<file path="src/rtl/bls_pkg.sv">
package bls_pkg;

  typedef enum logic {
    SEQ_IDLE = 1'b0,
    SEQ_BUSY = 1'b1
  } seq_state_e;

  function automatic logic needs_split(input logic word, input logic a0);
    return word & a0;
  endfunction

endpackage

</file>
<file path="src/rtl/bls_beat_plan.sv">
module bls_beat_plan #(
  parameter int ADDR_W = 20,
  parameter int BUS_W  = 16
) (
  input  logic [ADDR_W-1:0] addr,
  input  logic              word,
  input  logic              second,
  input  logic [BUS_W-1:0]  wdata,
  output logic [ADDR_W-1:0] beat_addr,
  output logic              beat_nbhe,
  output logic [BUS_W-1:0]  beat_wdata
);
  localparam int LANE_W = BUS_W / 2;

  logic [LANE_W-1:0] lo_byte;
  logic [LANE_W-1:0] hi_byte;

  assign lo_byte = wdata[LANE_W-1:0];
  assign hi_byte = wdata[BUS_W-1:LANE_W];

  // First beat: odd addresses use the high lane, even bytes the low lane.
  // Second beat of a split: following even byte on the low lane.
  always_comb begin
    beat_addr  = addr;
    beat_nbhe  = 1'b0;
    beat_wdata = {lo_byte, lo_byte};
    if (second) begin
      beat_addr  = addr + ADDR_W'(1);
      beat_nbhe  = 1'b1;
      beat_wdata = {hi_byte, hi_byte};
    end else if (word && !addr[0]) begin
      beat_wdata = wdata;
    end else if (!word && !addr[0]) begin
      beat_nbhe  = 1'b1;
    end
  end

endmodule

</file>
<file path="src/rtl/bls_seq.sv">
module bls_seq
  import bls_pkg::*;
#(
  parameter int ADDR_W = 20,
  parameter int BUS_W  = 16
) (
  input  logic              clk,
  input  logic              rst,
  input  logic              req_valid,
  input  logic [ADDR_W-1:0] req_addr,
  input  logic              req_word,
  input  logic              req_we,
  input  logic [BUS_W-1:0]  req_wdata,
  output logic              req_ready,
  output logic [ADDR_W-1:0] plan_addr,
  output logic              plan_word,
  output logic              plan_second,
  output logic [BUS_W-1:0]  plan_wdata,
  input  logic [ADDR_W-1:0] beat_addr,
  input  logic              beat_nbhe,
  input  logic [BUS_W-1:0]  beat_wdata,
  output logic              bus_cyc,
  output logic [ADDR_W-1:0] bus_addr,
  output logic              bus_nbhe,
  output logic              bus_we,
  output logic [BUS_W-1:0]  bus_wdata,
  input  logic              bus_ack,
  output logic              cap_word,
  output logic              cap_odd,
  output logic              first_ack,
  output logic              last_ack
);
  seq_state_e        state;
  logic              phase;
  logic [ADDR_W-1:0] cap_addr;
  logic [BUS_W-1:0]  cap_wdata;
  logic              cap_we;
  logic              beat_ack;

  assign req_ready = (state == SEQ_IDLE);
  assign cap_word  = cap_word_q;
  assign cap_odd   = cap_addr[0];

  logic cap_word_q;

  // While idle the planner sees the incoming request (first beat);
  // while busy it sees the captured request and builds the second beat.
  assign plan_addr   = (state == SEQ_BUSY) ? cap_addr   : req_addr;
  assign plan_word   = (state == SEQ_BUSY) ? cap_word_q : req_word;
  assign plan_wdata  = (state == SEQ_BUSY) ? cap_wdata  : req_wdata;
  assign plan_second = (state == SEQ_BUSY);

  assign beat_ack  = (state == SEQ_BUSY) && bus_ack;
  assign first_ack = beat_ack && !phase && needs_split(cap_word_q, cap_addr[0]);
  assign last_ack  = beat_ack && !first_ack;

  always_ff @(posedge clk) begin
    if (rst) begin
      state      <= SEQ_IDLE;
      phase      <= 1'b0;
      cap_addr   <= '0;
      cap_wdata  <= '0;
      cap_we     <= 1'b0;
      cap_word_q <= 1'b0;
      bus_cyc    <= 1'b0;
      bus_addr   <= '0;
      bus_nbhe   <= 1'b1;
      bus_we     <= 1'b0;
      bus_wdata  <= '0;
    end else begin
      case (state)
        SEQ_IDLE: begin
          if (req_valid) begin
            cap_addr   <= req_addr;
            cap_wdata  <= req_wdata;
            cap_we     <= req_we;
            cap_word_q <= req_word;
            phase      <= 1'b0;
            bus_cyc    <= 1'b1;
            bus_addr   <= beat_addr;
            bus_nbhe   <= beat_nbhe;
            bus_we     <= req_we;
            bus_wdata  <= beat_wdata;
            state      <= SEQ_BUSY;
          end
        end
        SEQ_BUSY: begin
          if (first_ack) begin
            phase     <= 1'b1;
            bus_addr  <= beat_addr;
            bus_nbhe  <= beat_nbhe;
            bus_we    <= cap_we;
            bus_wdata <= beat_wdata;
          end else if (last_ack) begin
            bus_cyc <= 1'b0;
            phase   <= 1'b0;
            state   <= SEQ_IDLE;
          end
        end
        default: state <= SEQ_IDLE;
      endcase
    end
  end

  // the lane combination with both enables off never appears on the bus
  assert_lane_code_R5: assert property (@(posedge clk) disable iff (rst)
    bus_cyc |-> !(bus_nbhe && bus_addr[0]));

  // after the odd high-lane beat of a split word, the low-lane even beat follows
  assert_split_second_R5: assert property (@(posedge clk) disable iff (rst)
    (first_ack && bus_cyc && !bus_nbhe && bus_addr[0])
      |=> (bus_cyc && bus_nbhe && !bus_addr[0] && (bus_addr == $past(bus_addr) + ADDR_W'(1))));

  // a waiting bus cycle keeps its address, lanes and data
  assert_hold_wait_R8: assert property (@(posedge clk) disable iff (rst)
    (bus_cyc && !bus_ack)
      |=> (bus_cyc && $stable(bus_addr) && $stable(bus_nbhe) && $stable(bus_we) && $stable(bus_wdata)));

  // an accepted request drops ready and starts a bus cycle
  assert_accept_busy_R9: assert property (@(posedge clk) disable iff (rst)
    (req_ready && req_valid) |=> (bus_cyc && !req_ready));

endmodule

</file>
<file path="src/rtl/bls_read_merge.sv">
module bls_read_merge #(
  parameter int BUS_W = 16
) (
  input  logic             clk,
  input  logic             rst,
  input  logic             first_ack,
  input  logic             last_ack,
  input  logic             cap_word,
  input  logic             cap_odd,
  input  logic [BUS_W-1:0] bus_rdata,
  output logic [BUS_W-1:0] rdata,
  output logic             done
);
  localparam int LANE_W = BUS_W / 2;

  logic [LANE_W-1:0] held_lo;
  logic [LANE_W-1:0] lane_lo;
  logic [LANE_W-1:0] lane_hi;
  logic [BUS_W-1:0]  merged;

  assign lane_lo = bus_rdata[LANE_W-1:0];
  assign lane_hi = bus_rdata[BUS_W-1:LANE_W];

  always_comb begin
    case ({cap_word, cap_odd})
      2'b11:   merged = {lane_lo, held_lo};
      2'b10:   merged = bus_rdata;
      2'b01:   merged = {{LANE_W{1'b0}}, lane_hi};
      default: merged = {{LANE_W{1'b0}}, lane_lo};
    endcase
  end

  always_ff @(posedge clk) begin
    if (rst) begin
      held_lo <= '0;
      rdata   <= '0;
      done    <= 1'b0;
    end else begin
      done <= last_ack;
      if (first_ack) held_lo <= lane_hi;
      if (last_ack)  rdata   <= merged;
    end
  end

endmodule

</file>
<file path="src/rtl/bytelane_splitter.sv">
module bytelane_splitter #(
  parameter int ADDR_W = 20,
  parameter int BUS_W  = 16
) (
  input  logic              clk,
  input  logic              rst,
  input  logic              req_valid,
  input  logic [ADDR_W-1:0] req_addr,
  input  logic              req_word,
  input  logic              req_we,
  input  logic [BUS_W-1:0]  req_wdata,
  output logic              req_ready,
  output logic              done,
  output logic [BUS_W-1:0]  rdata,
  output logic              bus_cyc,
  output logic [ADDR_W-1:0] bus_addr,
  output logic              bus_nbhe,
  output logic              bus_we,
  output logic [BUS_W-1:0]  bus_wdata,
  input  logic [BUS_W-1:0]  bus_rdata,
  input  logic              bus_ack
);
  logic [ADDR_W-1:0] plan_addr;
  logic              plan_word;
  logic              plan_second;
  logic [BUS_W-1:0]  plan_wdata;
  logic [ADDR_W-1:0] beat_addr;
  logic              beat_nbhe;
  logic [BUS_W-1:0]  beat_wdata;
  logic              cap_word;
  logic              cap_odd;
  logic              first_ack;
  logic              last_ack;

  bls_beat_plan #(.ADDR_W(ADDR_W), .BUS_W(BUS_W)) u_plan (
    .addr       (plan_addr),
    .word       (plan_word),
    .second     (plan_second),
    .wdata      (plan_wdata),
    .beat_addr  (beat_addr),
    .beat_nbhe  (beat_nbhe),
    .beat_wdata (beat_wdata)
  );

  bls_seq #(.ADDR_W(ADDR_W), .BUS_W(BUS_W)) u_seq (
    .clk         (clk),
    .rst         (rst),
    .req_valid   (req_valid),
    .req_addr    (req_addr),
    .req_word    (req_word),
    .req_we      (req_we),
    .req_wdata   (req_wdata),
    .req_ready   (req_ready),
    .plan_addr   (plan_addr),
    .plan_word   (plan_word),
    .plan_second (plan_second),
    .plan_wdata  (plan_wdata),
    .beat_addr   (beat_addr),
    .beat_nbhe   (beat_nbhe),
    .beat_wdata  (beat_wdata),
    .bus_cyc     (bus_cyc),
    .bus_addr    (bus_addr),
    .bus_nbhe    (bus_nbhe),
    .bus_we      (bus_we),
    .bus_wdata   (bus_wdata),
    .bus_ack     (bus_ack),
    .cap_word    (cap_word),
    .cap_odd     (cap_odd),
    .first_ack   (first_ack),
    .last_ack    (last_ack)
  );

  bls_read_merge #(.BUS_W(BUS_W)) u_merge (
    .clk       (clk),
    .rst       (rst),
    .first_ack (first_ack),
    .last_ack  (last_ack),
    .cap_word  (cap_word),
    .cap_odd   (cap_odd),
    .bus_rdata (bus_rdata),
    .rdata     (rdata),
    .done      (done)
  );

  // completion is a single-cycle strobe
  assert_done_pulse_R10: assert property (@(posedge clk) disable iff (rst)
    done |=> !done);

  // completion follows an acknowledged bus cycle that ended the access
  assert_done_after_ack_R10: assert property (@(posedge clk) disable iff (rst)
    done |-> ($past(bus_cyc && bus_ack) && !bus_cyc && req_ready));

endmodule

</file>
<file path="config.mk">
export PLATFORM = sky130hd
export DESIGN_NAME = bytelane_splitter
export DESIGN_NICKNAME = d
export VERILOG_FILES = /design/src/rtl/bls_pkg.sv /design/src/rtl/bls_beat_plan.sv /design/src/rtl/bls_seq.sv /design/src/rtl/bls_read_merge.sv /design/src/rtl/bytelane_splitter.sv
export SDC_FILE = /design/constraint.sdc
export NUM_CORES = 1
export LEC_CHECK = 0
export BUFFER_PORTS_ARGS = -buffer_cell sky130_fd_sc_hd__buf_2
export CAP_MARGIN = 30
export CORE_MARGIN = 5
export CORE_UTILIZATION = 57
export CTS_CLUSTER_SIZE = 16
export DETAILED_ROUTE_END_ITERATION = 8
export GPL_TIMING_DRIVEN = 0
export PLACE_DENSITY = 0.9
export SLEW_MARGIN = 20
export SYNTH_ARGS = -nofsm -noshare
export SYNTH_HDL_FRONTEND = slang
export SYNTH_SLANG_ARGS = --single-unit
</file>
<file path="constraint.sdc">
create_clock -name clk -period 5.5 [get_ports clk]
set_input_delay 0.275 -clock clk [delete_from_list [all_inputs] [get_ports clk]]
set_output_delay 0.275 -clock clk [all_outputs]
set_load 0.01 [all_outputs]
</file>
==> results of run 1 <==
[power by group through the flow]
stage	clock [mW]	sequential [mW]	combinational, mW
floorplan	0	0.785	0.157
global placement	0	0.776	0.267
detailed placement	0	0.778	0.275
CTS	0.450	0.762	0.276
global route	0.480	0.768	0.305
finish	0.451	0.764	0.282
[layout by cell type (no fill, tap or decap), types with 2 or more instances in the layout]
cell type	instances
a21oi_1	74
inv_8	2
o211ai_1	14
a211oi_1	14
buf_4	6
buf_6	2
inv_6	2
nand3_1	25
or3_1	2
nand3b_1	4
o31ai_1	2
xor2_1	8
nand2_1	148
a211oi_2	2
inv_1	4
clkbuf_1	25
dfxtp_1	96
o22ai_1	2
nor2b_1	3
and4_1	2
nand4_1	7
a311oi_1	3
mux2_2	10
nor2_1	30
o21ai_0	9
and3_1	3
mux2i_1	29
buf_2	127
nor3_1	3
clkbuf_8	9
nand4b_1	3
nor4_1	4
a31oi_1	4
a211o_1	2
[logic make-up after synthesis]
kind of cell / synth area share
simple gates: 0.2353
compound gates: 0.1961
flops: 0.4098
buf+inv: 0.05336
mux: 0.08591
xor+xnor: 0.01681
fa+ha+maj: 0.002668
[routing by layer]
layer	track usage	part of all wire
met5	0	0
met4	0.1503	0.044
met3	0.06782	0.10
met2	0.4562	0.47
met1	0.3502	0.38
[final cells by class]
type	count	area, um2	share of cell area
plain buffers	48	235.2	0.04218
clock buffers	9	123.9	0.02221
clock inverters	7	61.31	0.01099
inverters	4	15.01	0.002692
multi-input cells	430	2517	0.4514
flip-flops and latches	96	1922	0.3446
well taps	105	131.4	0.02356
repair buffers	114	570.5	0.1023
[synth_stat cells, types with 2 or more instances]
| master | n |
|---|---|
| a21oi_1 | 74 |
| a311oi_1 | 3 |
| buf_4 | 6 |
| buf_6 | 2 |
| xor2_1 | 8 |
| nand4b_1 | 3 |
| nand3b_1 | 4 |
| dfxtp_1 | 96 |
| a211o_1 | 2 |
| o21ai_0 | 9 |
| nor2b_1 | 3 |
| a31oi_1 | 4 |
| or3_1 | 2 |
| a211oi_2 | 2 |
| and4_1 | 2 |
| nand2_1 | 148 |
| nor2_1 | 30 |
| a211oi_1 | 14 |
| nand4_1 | 7 |
| o22ai_1 | 2 |
| mux2_2 | 10 |
| nor4_1 | 4 |
| mux2i_1 | 29 |
| o211ai_1 | 14 |
| and3_1 | 3 |
| clkbuf_1 | 25 |
| nand3_1 | 25 |
| nor3_1 | 3 |
| buf_2 | 13 |
| inv_1 | 4 |
| o31ai_1 | 2 |
[worst paths after layout]
check	slack [ns]	endpoint
worst max-delay path	2.13	u_seq.bus_addr[16]
worst min-delay path	0.14	u_seq.cap_wdata[14]
worst max register to register	2.13	u_seq.bus_addr[16]
worst min register to register	0.45	u_merge.rdata[8]
[flip-flops by register name, indices dropped and copies added (netlist names)]
signal / count
u_seq.bus_addr: 20
u_seq.phase: 1
u_seq.bus_we: 1
u_seq.cap_word: 1
u_merge.held_lo: 8
u_seq.bus_wdata: 16
u_merge.done: 1
u_seq.bus_cyc: 1
u_seq.cap_wdata: 8
u_seq.cap_we: 1
u_seq.cap_addr: 20
u_seq.bus_nbhe: 1
u_seq.plan_second: 1
u_merge.rdata: 16
[worst register-to-register path, cell delays in order (launching register included)]
cell and delay (ns):
dfxtp_1 0.32, clkbuf_1 0.29, clkbuf_1 0.41, clkbuf_1 0.43
nand2_1 0.12, nand2_1 0.12, ha_1 0.29, nand4_1 0.12
o22ai_1 0.43, and4bb_1 0.33, nor4_1 0.07, a311o_1 0.33
==> results.cfg, run 1 <==
[clock_tree]
postCtsResizedCells = 0
clk_latency_ns = 0.37
clk_pin_slew_worst_paths_ns = 0.10
clock_sinks = 96
tritoncts = done
htree_levels = 3
cts-root-buf = clkbuf_8
cts_made_buffers = 9
cts.hold.buffers_added = 0
cts_buffer_depth = 2
post_cts_buffers = 0

[worst_setup_path]
cp_top_family = buffers and inverters
path_class = flop to flop
r2r.worst_path.cells = 11
worstSetupEndpointType = flop
crit_path_top_delay_cell = clkbuf_1
max_stage_delay_ns = 0.43
critPathArrivalTime_ns = 3.64
critPathMaxFanout = 10
crit_buf_inv = 3
cp_common_cell = clkbuf_1
r2r-start = u_seq.cap_addr[0]
critPathLaunchType = flop
path_depth = 11
critPathLaunch = u_seq.cap_addr[0]
required_ns = 5.77
path_cells = clkbuf_1, clkbuf_1, clkbuf_1, nand2_1, nand2_1, ha_1, nand4_1, o22ai_1, and4bb_1, nor4_1, a311o_1

[cells_and_area]
drive_gt1_frac = 0.2444
fin_nets = 762
antenna_cells = 0
fin_util = 0.6856
finalNonFillerCells = 813
nFillCells = 657
syn_to_final_growth_pct = 18.92
finish.instance_area_um2 = 5577

[grt]
grt_pass1_wl_mm = 22.67
antenna_found_initial = 0
grt_max_degree = 19
grtUsageTotal = 0.2834
grt_pass1_vias = 4825
grt.overflow.total = 0

[sta]
whs_ns = 0.1363
finClkSkew_ns = 0.009597
timing.final.crit_share = 0.6124
setup_viol = 0
final_max_slew_viol_count = 0
min_period_ns = 3.368
slew_headroom = 0.5641
worst_slew_pin_slew_ns = 0.6539
rsz0062_at_grt = no
fmax_ghz = 0.2969
setup_ws_ns = 2.132
setup_tns_ns = 0
finalHoldViolCount = 0

[pwr]
power_frac_seq = 0.510
p_leak_nw = 2.274
p_clk_frac = 0.301
p_per_area_nw_per_um2 = 268.3
ir_worst_vdd_v = 0.0001425
p_switching_mw = 0.4798
total_power_mw = 1.496
cellInternalPower_mw = 1.016
pwr-share-comb = 0.188
p_sw_frac = 0.3207

[placed_design]
gp_congestion = 0.9549
dp_worst_setup_slack_ns = 2.307
place_area_um2 = 5391
port_buffers = 114
dpl.hpwl_mm = 10.75
dp.cells = 797

[yosys]
synth_top_area_share = 0.4098
synth-main-ff-cell = dfxtp_1
synth-edff-count = 0
avgSynthCellArea_um2 = 8.113
synth_seq_cells = 96
netlist.top_cell.by_area = dfxtp_1
synthTopCellsByArea = dfxtp_1 41%, nand2_1 12%, a21oi_1 7.9%, mux2i_1 6.2%, nand3_1 2.7%
netlist_instances = 578
yosysWarnings = 0
synthDistinctLibCells = 56
syn_nets = 637
synthArstFlopShare = 0
syn-cell-area_um2 = 4689
ys_seq_area_frac = 0.4098

[floorplanning]
coreArea_um2 = 8134
fp.dieH_um = 100.7
num_io_pins = 115
fp.dieW_um = 100.7
initial_core_util = 0.5765
fp-row-count = 33
dieArea_um2 = 10140

[run]
maxCapViolCount = 0

[worst_hold_path]
hold_path.class = primary input to flop
hold-path-cell-count = 3
worstHoldStart = req_wdata[14]

[detailed_routing]
antenna_left = 0
firstDrtPassIters = 6
wl_per_cell_um = 17.78
first_iter_violations = 448
viasPerCell = 6.114
wirelength_mm = 14.46
drc = 0
num_vias = 4971

[status]
status = finished clean
(Power assumes the default switching activity.)
==> run 2, diff against run 1 <==
CORE_UTILIZATION = 48   (was 57)
PLACE_DENSITY = 0.82   (was 0.9)
clock period = 2.97 ns   (was 5.5 ns; I/O delays follow)
==> results.cfg, run 2 (synthesized netlist as in run 1, its figures left out) <==
[floorplanning]
fp-row-count = 36
initial_core_util = 0.4865
fp.dieW_um = 108.8
num_io_pins = 115
fp.dieH_um = 108.8
coreArea_um2 = 9639
dieArea_um2 = 11850

[sta]
finalHoldViolCount = 0
setup_tns_ns = 0
rsz0062_at_grt = no
final_max_slew_viol_count = 0
setup_viol = 0
worst_slew_pin_slew_ns = 0.6705
finClkSkew_ns = 0.009319
setup_ws_ns = 0.2306
min_period_ns = 2.739
slew_headroom = 0.5530
timing.final.crit_share = 0.9224
fmax_ghz = 0.3650

[pwr]
p_leak_nw = 2.274
p_switching_mw = 0.8584
p_sw_frac = 0.3053
pwr-share-comb = 0.184
cellInternalPower_mw = 1.953
p_per_area_nw_per_um2 = 499.7
p_clk_frac = 0.312
ir_worst_vdd_v = 0.0002902
power_frac_seq = 0.503

[cells_and_area]
antenna_cells = 0
finalNonFillerCells = 839
finish.instance_area_um2 = 5627
fin_nets = 760
drive_gt1_frac = 0.2436
syn_to_final_growth_pct = 19.98
final_common_cell = nand2_1
nFillCells = 904
reg_top3 = u_seq.bus_addr x20, u_seq.cap_addr x20
final_cell_mix = 148 x nand2_1, 125 x buf_2, 96 x dfxtp_1

[grt]
grt_pass1_vias = 4689
antenna_found_initial = 0
grt_pass1_wl_mm = 22.91
grt_use_met1 = 0.3032
grtUsageTotal = 0.2472
grt_max_degree = 20
use_met3 = 0.04677
grt.overflow.total = 0
met2_usage = 0.4139
busiest_layer = met2

[worst_setup_path]
cp_top_family = buffers and inverters
path_cells = buf_6, inv_1, clkbuf_1, nand2_1, nand2_1, ha_1, nand4_1, o22ai_2, and4bb_1, nor4_1, a311o_1
path_class = flop to flop
cp_common_cell = nand2_1
required_ns = 3.24
critPathArrivalTime_ns = 3.01
crit_buf_inv = 3
max_stage_delay_ns = 0.40
critPathLaunch = u_seq.plan_second
critPathMaxFanout = 10
r2r-start = u_seq.plan_second
critPathLaunchType = flop
crit_path_top_delay_cell = clkbuf_1
worstSetupEndpointType = flop

[detailed_routing]
viasPerCell = 5.833
wirelength_mm = 14.72
firstDrtPassIters = 6
antenna_left = 0
drc = 0
wl_per_cell_um = 17.55
num_vias = 4894
first_iter_violations = 533

[placed_design]
gp_congestion = 0.9660
dp_worst_setup_slack_ns = -0.1940
dpl.hpwl_mm = 10.97
port_buffers = 114
dp.cells = 825
place_area_um2 = 5426

[clock_tree]
clk_pin_slew_worst_paths_ns = 0.10
tritoncts = done
htree_levels = 3
cts_made_buffers = 9
clk_latency_ns = 0.38
cts_buffer_depth = 2
clock_sinks = 96
post_cts_buffers = 0
cts-root-buf = clkbuf_8

[status]
status = finished clean

[worst_hold_path]
hold_path.class = primary input to flop
worstHoldStart = req_wdata[8]

[run]
maxCapViolCount = 0
[run 2: metal layers]
layer | wire [um] | part of all wire | up-vias
li1 | - | - | 2274
met1 | 5902 | 0.40 | 2266
met2 | 6963 | 0.47 | 296
met3 | 1294 | 0.088 | 58
met4 | 562 | 0.038 | 0
met5 | 0 | 0 | -
[run 2: power by group through the flow]
stage | Combinational [mW] | Clock (mW) | Sequential (mW)
3_3_place_gp | 0.495 | 0 | 1.44
6_report | 0.518 | 0.878 | 1.42
3_5_place_dp | 0.509 | 0 | 1.44
4_1_cts | 0.511 | 0.881 | 1.41
5_1_grt | 0.562 | 0.935 | 1.42
2_1_floorplan | 0.290 | 0 | 1.45
[run 2: worst reg2reg max path, cell delays in order, from the launching register on]
cell	delay (ns)
dfxtp_1	0.32
buf_6	0.13
inv_1	0.18
clkbuf_1	0.40
nand2_1	0.13
nand2_1	0.11
ha_1	0.30
nand4_1	0.15
o22ai_2	0.27
and4bb_1	0.28
nor4_1	0.06
a311o_1	0.32
[run 2: per-stage QoR]
step / hold WS [ns] / power (mW) / utilization
after global placement: 0.4074 / 1.935 / 0.5630
after floorplan: 0.2845 / 1.743 / -
after detailed placement: 0.4061 / 1.951 / 0.5630
final: 0.01191 / 2.811 / 0.5837
after global routing: 0.01862 / 2.920 / 0.5837
after CTS: 0.005677 / 2.805 / 0.5836
[run 2: repair_timing]
action	4_1_cts	5_1_grt
endpoints found under the hold margin	1	0
resized for setup	1	1
endpoints found under the setup margin	4	4
hold buffers	1	0
[run 2: path summary, 6_finish.rpt]
kind / to / slack (ns) / cells after the start
setup / recovery: u_seq.bus_addr[16] / 0.23 / 11
hold / removal: u_seq.cap_wdata[8] / 0.01 / 3
setup reg to reg: u_seq.bus_addr[16] / 0.23 / 11
hold reg to reg: u_merge.rdata[12] / 0.45 / 2
[run 2: layout make-up]
| type | count | area, um2 | share of cell area |
|---|---|---|---|
| multi-input combinational | 430 | 2524 | 0.4485 |
| sequential | 96 | 1922 | 0.3416 |
| timing repair buffer | 115 | 580.6 | 0.1032 |
| buffer | 45 | 222.7 | 0.03958 |
| tap | 133 | 166.4 | 0.02958 |
| clock buffer | 10 | 127.6 | 0.02268 |
| clock inverter | 6 | 68.82 | 0.01223 |
| inverter | 4 | 15.01 | 0.002668 |
